`config.mk`:
```
export PLATFORM = sky130hd
export DESIGN_NAME = nibble_frame_rx
export DESIGN_NICKNAME = d
export VERILOG_FILES = /design/src/rtl/nrx_pkg.sv /design/src/rtl/nrx_hunt.sv /design/src/rtl/nrx_pack.sv /design/src/rtl/nrx_crc.sv /design/src/rtl/nrx_out.sv /design/src/rtl/nibble_frame_rx.sv
export SDC_FILE = /design/constraint.sdc
export NUM_CORES = 1
export LEC_CHECK = 0
export CORE_ASPECT_RATIO = 1.2
export CORE_UTILIZATION = 50
export CTS_BUF_LIST = sky130_fd_sc_hd__clkbuf_4 sky130_fd_sc_hd__clkbuf_8
export DETAILED_ROUTE_END_ITERATION = 8
export GPL_TIMING_DRIVEN = 0
export PLACE_DENSITY = 0.72
export SYNTH_ARGS = -nofsm -noshare
export SYNTH_HDL_FRONTEND = slang
export SYNTH_SLANG_ARGS = --single-unit
```
`constraint.sdc`:
```
create_clock -name clk -period 1.7 [get_ports clk]
set_input_delay 0.34 -clock clk [delete_from_list [all_inputs] [get_ports clk]]
set_output_delay 0.34 -clock clk [all_outputs]
set_load 0.1 [all_outputs]
```
`src/rtl/nrx_pkg.sv`:
```
package nrx_pkg;

   typedef enum logic [1:0] {
      HUNT_IDLE,
      HUNT_PRE,
      HUNT_DATA,
      HUNT_DROP
   } hunt_st_t;

   // One byte through a reflected CRC register, LSB first.
   function automatic logic [31:0] crc_step(input logic [31:0] crc_in,
                                            input logic [7:0]  byte_in,
                                            input logic [31:0] poly_r);
      logic [31:0] r;
      r = crc_in ^ {24'd0, byte_in};
      for (int i = 0; i < 8; i++) begin
         r = r[0] ? ((r >> 1) ^ poly_r) : (r >> 1);
      end
      return r;
   endfunction

endpackage

```
`src/rtl/nrx_hunt.sv`:
```
module nrx_hunt
   import nrx_pkg::*;
#(
   parameter int unsigned NIB_W   = 4,
   parameter logic [3:0]  PRE_NIB = 4'h5,
   parameter logic [3:0]  SFD_NIB = 4'hD
) (
   input  logic             clk,
   input  logic             rst,
   input  logic [NIB_W-1:0] rx_nib,
   input  logic             rx_dv,
   input  logic             rx_er,
   output logic             nib_vld,
   output logic             frame_start,
   output logic             frame_end,
   output logic             line_err
);

   hunt_st_t st, st_nxt;

   assign nib_vld     = (st == HUNT_DATA) && rx_dv;
   assign line_err    = nib_vld && rx_er;
   assign frame_end   = (st == HUNT_DATA) && !rx_dv;
   assign frame_start = (st == HUNT_PRE) && rx_dv && !rx_er && (rx_nib == SFD_NIB);

   always_comb begin
      st_nxt = st;
      unique case (st)
         HUNT_IDLE: if (rx_dv) st_nxt = (!rx_er && rx_nib == PRE_NIB) ? HUNT_PRE : HUNT_DROP;
         HUNT_PRE: begin
            if (!rx_dv)                  st_nxt = HUNT_IDLE;
            else if (rx_er)              st_nxt = HUNT_DROP;
            else if (rx_nib == SFD_NIB)  st_nxt = HUNT_DATA;
            else if (rx_nib != PRE_NIB)  st_nxt = HUNT_DROP;
         end
         HUNT_DATA: if (!rx_dv) st_nxt = HUNT_IDLE;
         HUNT_DROP: if (!rx_dv) st_nxt = HUNT_IDLE;
         default:   st_nxt = HUNT_IDLE;
      endcase
   end

   always_ff @(posedge clk) begin
      if (rst) st <= HUNT_IDLE;
      else     st <= st_nxt;
   end

   // a frame is entered only from the preamble state
   assert_entry_from_pre_R1: assert property (@(posedge clk) disable iff (rst)
      (st != HUNT_PRE && st != HUNT_DATA) |=> (st != HUNT_DATA));

   // a foreign nibble in the preamble abandons the burst
   assert_bad_pre_drops_R2: assert property (@(posedge clk) disable iff (rst)
      (st == HUNT_PRE && rx_dv && rx_nib != PRE_NIB && rx_nib != SFD_NIB) |=> (st == HUNT_DROP));

endmodule

```
`src/rtl/nrx_pack.sv`:
```
module nrx_pack #(
   parameter int unsigned NIB_W     = 4,
   parameter int unsigned MIN_BYTES = 64
) (
   input  logic               clk,
   input  logic               rst,
   input  logic               frame_start,
   input  logic               nib_vld,
   input  logic [NIB_W-1:0]   nib,
   output logic               byte_vld,
   output logic [2*NIB_W-1:0] byte_data,
   output logic               len_ok,
   output logic               odd_tail
);

   localparam int unsigned      CNT_W   = $clog2(MIN_BYTES + 1);
   localparam logic [CNT_W-1:0] CNT_MAX = CNT_W'(MIN_BYTES);

   logic             phase;
   logic [NIB_W-1:0] low_nib;
   logic [CNT_W-1:0] cnt;

   assign byte_vld  = nib_vld && phase;
   assign byte_data = {nib, low_nib};
   assign len_ok    = (cnt == CNT_MAX);
   assign odd_tail  = phase;

   always_ff @(posedge clk) begin
      if (rst) begin
         phase   <= 1'b0;
         low_nib <= '0;
         cnt     <= '0;
      end else if (frame_start) begin
         phase <= 1'b0;
         cnt   <= '0;
      end else if (nib_vld) begin
         if (!phase) begin
            low_nib <= nib;
            phase   <= 1'b1;
         end else begin
            phase <= 1'b0;
            if (cnt != CNT_MAX) cnt <= cnt + 1'b1;
         end
      end
   end

   // a byte completes only on the second nibble of a pair
   assert_pair_alternates_R3: assert property (@(posedge clk) disable iff (rst)
      byte_vld |=> !phase);

endmodule

```
`src/rtl/nrx_crc.sv`:
```
module nrx_crc
   import nrx_pkg::*;
#(
   parameter bit          CRC_EN      = 1'b1,
   parameter logic [31:0] CRC_POLY_R  = 32'hEDB88320,
   parameter logic [31:0] CRC_RESIDUE = 32'hDEBB20E3
) (
   input  logic       clk,
   input  logic       rst,
   input  logic       frame_start,
   input  logic       byte_vld,
   input  logic [7:0] byte_data,
   output logic       crc_ok
);

   generate
      if (CRC_EN) begin : g_crc
         logic [31:0] crc_q;
         always_ff @(posedge clk) begin
            if (rst || frame_start) crc_q <= '1;
            else if (byte_vld)      crc_q <= crc_step(crc_q, byte_data, CRC_POLY_R);
         end
         assign crc_ok = (crc_q == CRC_RESIDUE);
      end else begin : g_no_crc
         logic unused_in;
         assign unused_in = ^{clk, rst, frame_start, byte_vld, byte_data};
         assign crc_ok    = 1'b1;
      end
   endgenerate

endmodule

```
`src/rtl/nrx_out.sv`:
```
module nrx_out #(
   parameter int unsigned BYTE_W = 8
) (
   input  logic              clk,
   input  logic              rst,
   input  logic              frame_start,
   input  logic              frame_end,
   input  logic              line_err,
   input  logic              byte_vld,
   input  logic [BYTE_W-1:0] byte_data,
   input  logic              crc_ok,
   input  logic              len_ok,
   input  logic              odd_tail,
   input  logic              out_ready,
   output logic              out_valid,
   output logic [BYTE_W-1:0] out_data,
   output logic              out_first,
   output logic              out_last,
   output logic              out_good
);

   logic              pend_vld, pend_first, pend_end, first_due;
   logic [BYTE_W-1:0] pend_data;
   logic              err_seen, ovr_seen, end_good;
   logic              slot_free, push_mid, push_last;

   assign slot_free = !out_valid || out_ready;
   assign push_mid  = byte_vld && pend_vld;
   assign push_last = pend_vld && pend_end && slot_free;

   always_ff @(posedge clk) begin
      if (rst) begin
         pend_vld   <= 1'b0;
         pend_first <= 1'b0;
         pend_end   <= 1'b0;
         pend_data  <= '0;
         first_due  <= 1'b0;
         err_seen   <= 1'b0;
         ovr_seen   <= 1'b0;
         end_good   <= 1'b0;
         out_valid  <= 1'b0;
         out_data   <= '0;
         out_first  <= 1'b0;
         out_last   <= 1'b0;
         out_good   <= 1'b0;
      end else begin
         if (line_err)               err_seen <= 1'b1;
         if (push_mid && !slot_free) ovr_seen <= 1'b1;
         if (frame_end && pend_vld) begin
            pend_end <= 1'b1;
            end_good <= crc_ok && len_ok && !odd_tail && !err_seen && !ovr_seen;
         end
         if (push_last) begin
            pend_vld <= 1'b0;
            pend_end <= 1'b0;
         end
         if (byte_vld) begin
            pend_data  <= byte_data;
            pend_vld   <= 1'b1;
            pend_first <= first_due;
            first_due  <= 1'b0;
         end
         if (frame_start) begin
            first_due <= 1'b1;
            err_seen  <= 1'b0;
            ovr_seen  <= 1'b0;
         end
         if (push_mid || push_last) begin
            out_valid <= 1'b1;
            out_data  <= pend_data;
            out_first <= pend_first;
            out_last  <= push_last;
            out_good  <= push_last && end_good;
         end else if (out_ready) begin
            out_valid <= 1'b0;
         end
      end
   end

   // at most one kind of push per cycle
   assert_one_push_R4: assert property (@(posedge clk) disable iff (rst)
      $onehot0({push_mid, push_last}));

   // a stalled beat stays presented
   assert_stall_keeps_valid_R9: assert property (@(posedge clk) disable iff (rst)
      (out_valid && !out_ready) |=> out_valid);

   // a stalled beat is not replaced unless a data byte is forced in
   assert_stall_keeps_data_R9: assert property (@(posedge clk) disable iff (rst)
      (out_valid && !out_ready && !push_mid) |=> ($stable(out_data) && $stable(out_last)));

   // a line error inside the frame spoils the verdict
   assert_err_spoils_R6: assert property (@(posedge clk) disable iff (rst)
      (frame_end && pend_vld && err_seen) |=> !end_good);

   // an undersized frame is judged bad
   assert_short_spoils_R7: assert property (@(posedge clk) disable iff (rst)
      (frame_end && pend_vld && !len_ok) |=> !end_good);

endmodule

```
`src/rtl/nibble_frame_rx.sv`:
```
module nibble_frame_rx #(
   parameter int unsigned NIB_W       = 4,
   parameter int unsigned MIN_BYTES   = 64,
   parameter logic [3:0]  PRE_NIB     = 4'h5,
   parameter logic [3:0]  SFD_NIB     = 4'hD,
   parameter bit          CRC_EN      = 1'b1,
   parameter logic [31:0] CRC_POLY_R  = 32'hEDB88320,
   parameter logic [31:0] CRC_RESIDUE = 32'hDEBB20E3
) (
   input  logic               clk,
   input  logic               rst,
   input  logic [NIB_W-1:0]   rx_nib,
   input  logic               rx_dv,
   input  logic               rx_er,
   input  logic               out_ready,
   output logic               out_valid,
   output logic [2*NIB_W-1:0] out_data,
   output logic               out_first,
   output logic               out_last,
   output logic               out_good
);

   localparam int unsigned BYTE_W = 2 * NIB_W;

   generate
      if (NIB_W != 4) begin : g_chk_nib
         $error("nibble_frame_rx: NIB_W must be 4");
      end
      if (MIN_BYTES < 1) begin : g_chk_min
         $error("nibble_frame_rx: MIN_BYTES must be at least 1");
      end
   endgenerate

   logic              nib_vld, frame_start, frame_end, line_err;
   logic              byte_vld, len_ok, odd_tail, crc_ok;
   logic [BYTE_W-1:0] byte_data;

   nrx_hunt #(.NIB_W(NIB_W), .PRE_NIB(PRE_NIB), .SFD_NIB(SFD_NIB)) u_hunt (
      .clk(clk), .rst(rst), .rx_nib(rx_nib), .rx_dv(rx_dv), .rx_er(rx_er),
      .nib_vld(nib_vld), .frame_start(frame_start), .frame_end(frame_end),
      .line_err(line_err)
   );

   nrx_pack #(.NIB_W(NIB_W), .MIN_BYTES(MIN_BYTES)) u_pack (
      .clk(clk), .rst(rst), .frame_start(frame_start), .nib_vld(nib_vld),
      .nib(rx_nib), .byte_vld(byte_vld), .byte_data(byte_data),
      .len_ok(len_ok), .odd_tail(odd_tail)
   );

   nrx_crc #(.CRC_EN(CRC_EN), .CRC_POLY_R(CRC_POLY_R), .CRC_RESIDUE(CRC_RESIDUE)) u_crc (
      .clk(clk), .rst(rst), .frame_start(frame_start), .byte_vld(byte_vld),
      .byte_data(byte_data[7:0]), .crc_ok(crc_ok)
   );

   nrx_out #(.BYTE_W(BYTE_W)) u_out (
      .clk(clk), .rst(rst), .frame_start(frame_start), .frame_end(frame_end),
      .line_err(line_err), .byte_vld(byte_vld), .byte_data(byte_data),
      .crc_ok(crc_ok), .len_ok(len_ok), .odd_tail(odd_tail),
      .out_ready(out_ready), .out_valid(out_valid), .out_data(out_data),
      .out_first(out_first), .out_last(out_last), .out_good(out_good)
   );

   // reset clears the byte port
   assert_reset_idle_R10: assert property (@(posedge clk) rst |=> !out_valid);

endmodule

```
==> results by group <==
Status
  – Status: finished, violations left
  – Failing checks: setup timing

STA
  – Final period util: 1.076
  – Unrepaired setup endpoints after global routing: true
  – Min Hold Slack: 0.2590 ns
  – Setup_tns: -0.3444 ns
  – Relative slew margins: 0.6313
  – Setup ws final: -0.1296 ns
  – Crit path time final: around 1.8 ns
  – Final setup viols: 5
  – Final hold violation count: 0
  – Layout Skew: 0.008928 ns
  – Max-slew violations: 0
  – Slew of the pin with the lowest slew margin: 0.5531 ns
  – Fmax: 546.6 MHz

Placed design
  – GPL Wtd Cong: 0.8534
  – Area after DPL: 3800 um2
  – Dpl hpwl: 5629 um
  – PortBufs: 18

CTS
  – Worst-Skew Late Latency: 0.36 ns
  – CTS Buf Count: 9
  – Sinks on Clock Net: 73
  – Clock Pin Slew Worst Setup and Hold Paths: about 0.080 ns
  – Root buffer cell: clkbuf_8
  – Hold_buf cts: 0
  – H-tree lvl count: 3
  – Clock Path Buffers: 2
  – CTS tree: done

Finish
  – Layout Cell Area excl Fill: between 4000 and 5000 um2
  – Share of layout cells above drive strength 1: 0.2644
  – Final #Nets: 441
  – Area growth syn-to-layout: 28.54%
  – Diode count: 0

Synthesis
  – Number of synthesized flops with an enable pin: 0
  – Mean area per synthesized cell: about 9.3 um2
  – Syn_nets: 387
  – Cells after synthesis: around 380
  – Yosys top cell area share: 0.4177
  – Count leader, synth: nand2_1
  – Library cells used by synthesis: 38
  – Yosys top cell by area: dfxtp_1
  – Largest cells by area after synthesis: dfxtp_1, xnor2_1, nand2_1
  – Asr flop ratio synth: 0
  – Ys flop type: dfxtp_1
  – Post-synthesis sequential area ratio: 0.4177
  – Synth warnings: 0
  – Commonest cells in the netlist: nand2_1, dfxtp_1, xnor2_1
  – Synth Register Bits: 73
  – Mapped Area: 3498 um2

Hold path
  – Hold WC Path Type: primary input to flip-flop

Detailed routing
  – Final WL: 9368 um
  – Routed WL per cell: approximately 18 um
  – Remaining antenna violation count: 0
  – Pre-antenna DRT Iters: 4
  – Vias post-DR: approximately 3,000
  – Drt drc: 0
  – 1st-iter DRT viols: 160
  – Vias per cell: 5.663

Setup path
  – WP data required: 1.98 ns
  – Setup CP Type: flip-flop to flip-flop
  – CP endpoint kind: flip-flop
  – CP Max Fanout: 3
  – Critical path startpoint category: flip-flop
  – WP data arrival: roughly 2.1 ns

Global routing
  – Largest net degree at the start of global routing: 15
  – Initial antenna violation count: 0
  – Total GRT Usage: 0.2670
  – Vias in the first global route: 2,843
  – First-pass GRT wire length: roughly 14,000 um
  – GRT overflow: 0

Floorplanning
  – Io pins: 21
  – Die area: 7337 um2
  – Die Y: 93.63 um
  – Initial Utilization: 0.5135
  – Rows: 33
  – Core box area: 6813 um2
  – Die width: 78.36 um

Power and ir drop
  – PwrDens: 847.0 nW/um2
  – Lkg Pwr: 1.792 nW
  – VDD IR max: 0.5332 mV

Job
  – MaxCap Viol Count: 0
-- power by group --
part	internal, mW	switching (mW)
clock	0.736	0.723
sequential	1.72	0.0228
combinational	0.297	0.307
-- cells in the final DEF (no fill, tap or decap), types with 2 or more instances in the layout --
| cell | netlist | layout |
|---|---|---|
| xnor2_1 | 39 | 29 |
| nor4b_1 | 2 | 2 |
| clkbuf_2 | 0 | 13 |
| nand4_1 | 3 | 3 |
| dfxtp_2 | 0 | 12 |
| nand2_1 | 79 | 79 |
| and4b_1 | 2 | 2 |
| xnor2_4 | 7 | 12 |
| buf_12 | 0 | 3 |
| clkbuf_1 | 18 | 4 |
| nand2b_1 | 2 | 2 |
| buf_4 | 0 | 22 |
| nand4b_1 | 3 | 3 |
| nor4bb_1 | 2 | 2 |
| buf_6 | 1 | 3 |
| or3_1 | 2 | 2 |
| nor2_1 | 17 | 16 |
| xnor2_2 | 3 | 8 |
| inv_1 | 4 | 4 |
| o21ai_0 | 5 | 5 |
| clkdlybuf4s50_1 | 0 | 3 |
| dfxtp_4 | 0 | 2 |
| a31oi_1 | 2 | 2 |
| ha_1 | 2 | 2 |
| inv_6 | 0 | 3 |
| dlygate4sd2_1 | 0 | 2 |
| a22oi_1 | 2 | 2 |
| nor3_1 | 3 | 2 |
| xor2_4 | 0 | 2 |
| nand3b_1 | 2 | 2 |
| clkdlybuf4s15_2 | 0 | 12 |
| xor2_1 | 26 | 23 |
| o211ai_1 | 31 | 31 |
| nand3_1 | 2 | 2 |
| a21oi_1 | 30 | 29 |
| clkbuf_8 | 0 | 10 |
| dfxtp_1 | 73 | 59 |
-- kinds of logic after synthesis --
family | share of synthesized area
XOR/XNOR | 0.2446
AND/OR/NAND/NOR | 0.1681
AO/OA/AOI/OAI | 0.1345
buffers and inverters | 0.02789
flip-flops | 0.4177
adder cells (fa/ha/maj) | 0.007152
-- stage by stage --
step	std cells	util	power, mW	worst slack, ns
detailed placement	481	0.5578	2.222	-0.9097
floorplan	376	-	2.121	0.003165
global placement	481	0.5578	2.223	-0.9422
CTS	512	0.6310	3.731	-0.04120
finish	522	0.6601	3.809	-0.1296
global route	522	0.6601	3.951	-0.1886
-- critical path, stage by stage, from the launching register on --
cell and delay (ns):
dfxtp_2 0.33, and2b_2 0.22, nand3b_1 0.21, or4_4 0.55, or3_1 0.31, a21oi_1 0.15
-- layout make-up --
class,count,area (um2)
plain buffers,18,91.34
clock buffers,10,137.6
clock inverters,6,72.57
fillers,519,2316
inverters,4,15.01
multi-input cells,279,2152
flip-flops and latches,73,1484
well taps,87,108.9
repair buffers,45,435.4
-- registers in the layout, summed over array words and instances, names as in the netlist --
signal,cells
u_out.pend_data,8
u_pack.cnt,7
u_out.ovr_seen,1
u_out.out_good,1
u_pack.odd_tail,1
u_out.pend_first,1
u_out.pend_end,1
u_out.out_first,1
u_out.first_due,1
u_out.end_good,1
u_out.err_seen,1
u_crc.g_crc.crc_q,32
u_out.out_last,1
u_out.out_data,8
u_out.pend_vld,1
u_pack.low_nib,4
u_hunt.st,2
u_out.out_valid,1
-- routing by layer --
layer  part of all wire  up-vias  GRT usage
met4              0.049        0     0.1528
met1               0.39     1419     0.3031
met5                  0        -          0
li1                   -     1392          -
met3              0.048       39    0.05659
met2               0.51      106     0.4613
-- what timing repair did --
item / CTS / global route
pin swaps: 16 / 8
gates resized for setup: 70 / 34
buffers inserted: 17 / 10
endpoints found under the hold margin: 0 / 0
endpoints found under the setup margin: 69 / 54
gates cloned: 0 / 0
-- worst paths after layout --
kind / slack, ns / endpoint / from / cells past startpoint
hold reg to reg: 0.45 / u_out.out_data[4] / u_out.out_data[4] / 2
setup / recovery: -0.13 / u_out.end_good / u_hunt.st[0] / 5
hold / removal: 0.26 / u_pack.low_nib[3] / rx_nib[3] / 3
setup reg to reg: -0.13 / u_out.end_good / u_hunt.st[0] / 5
Note: power is estimated with default switching activity, not from simulation.
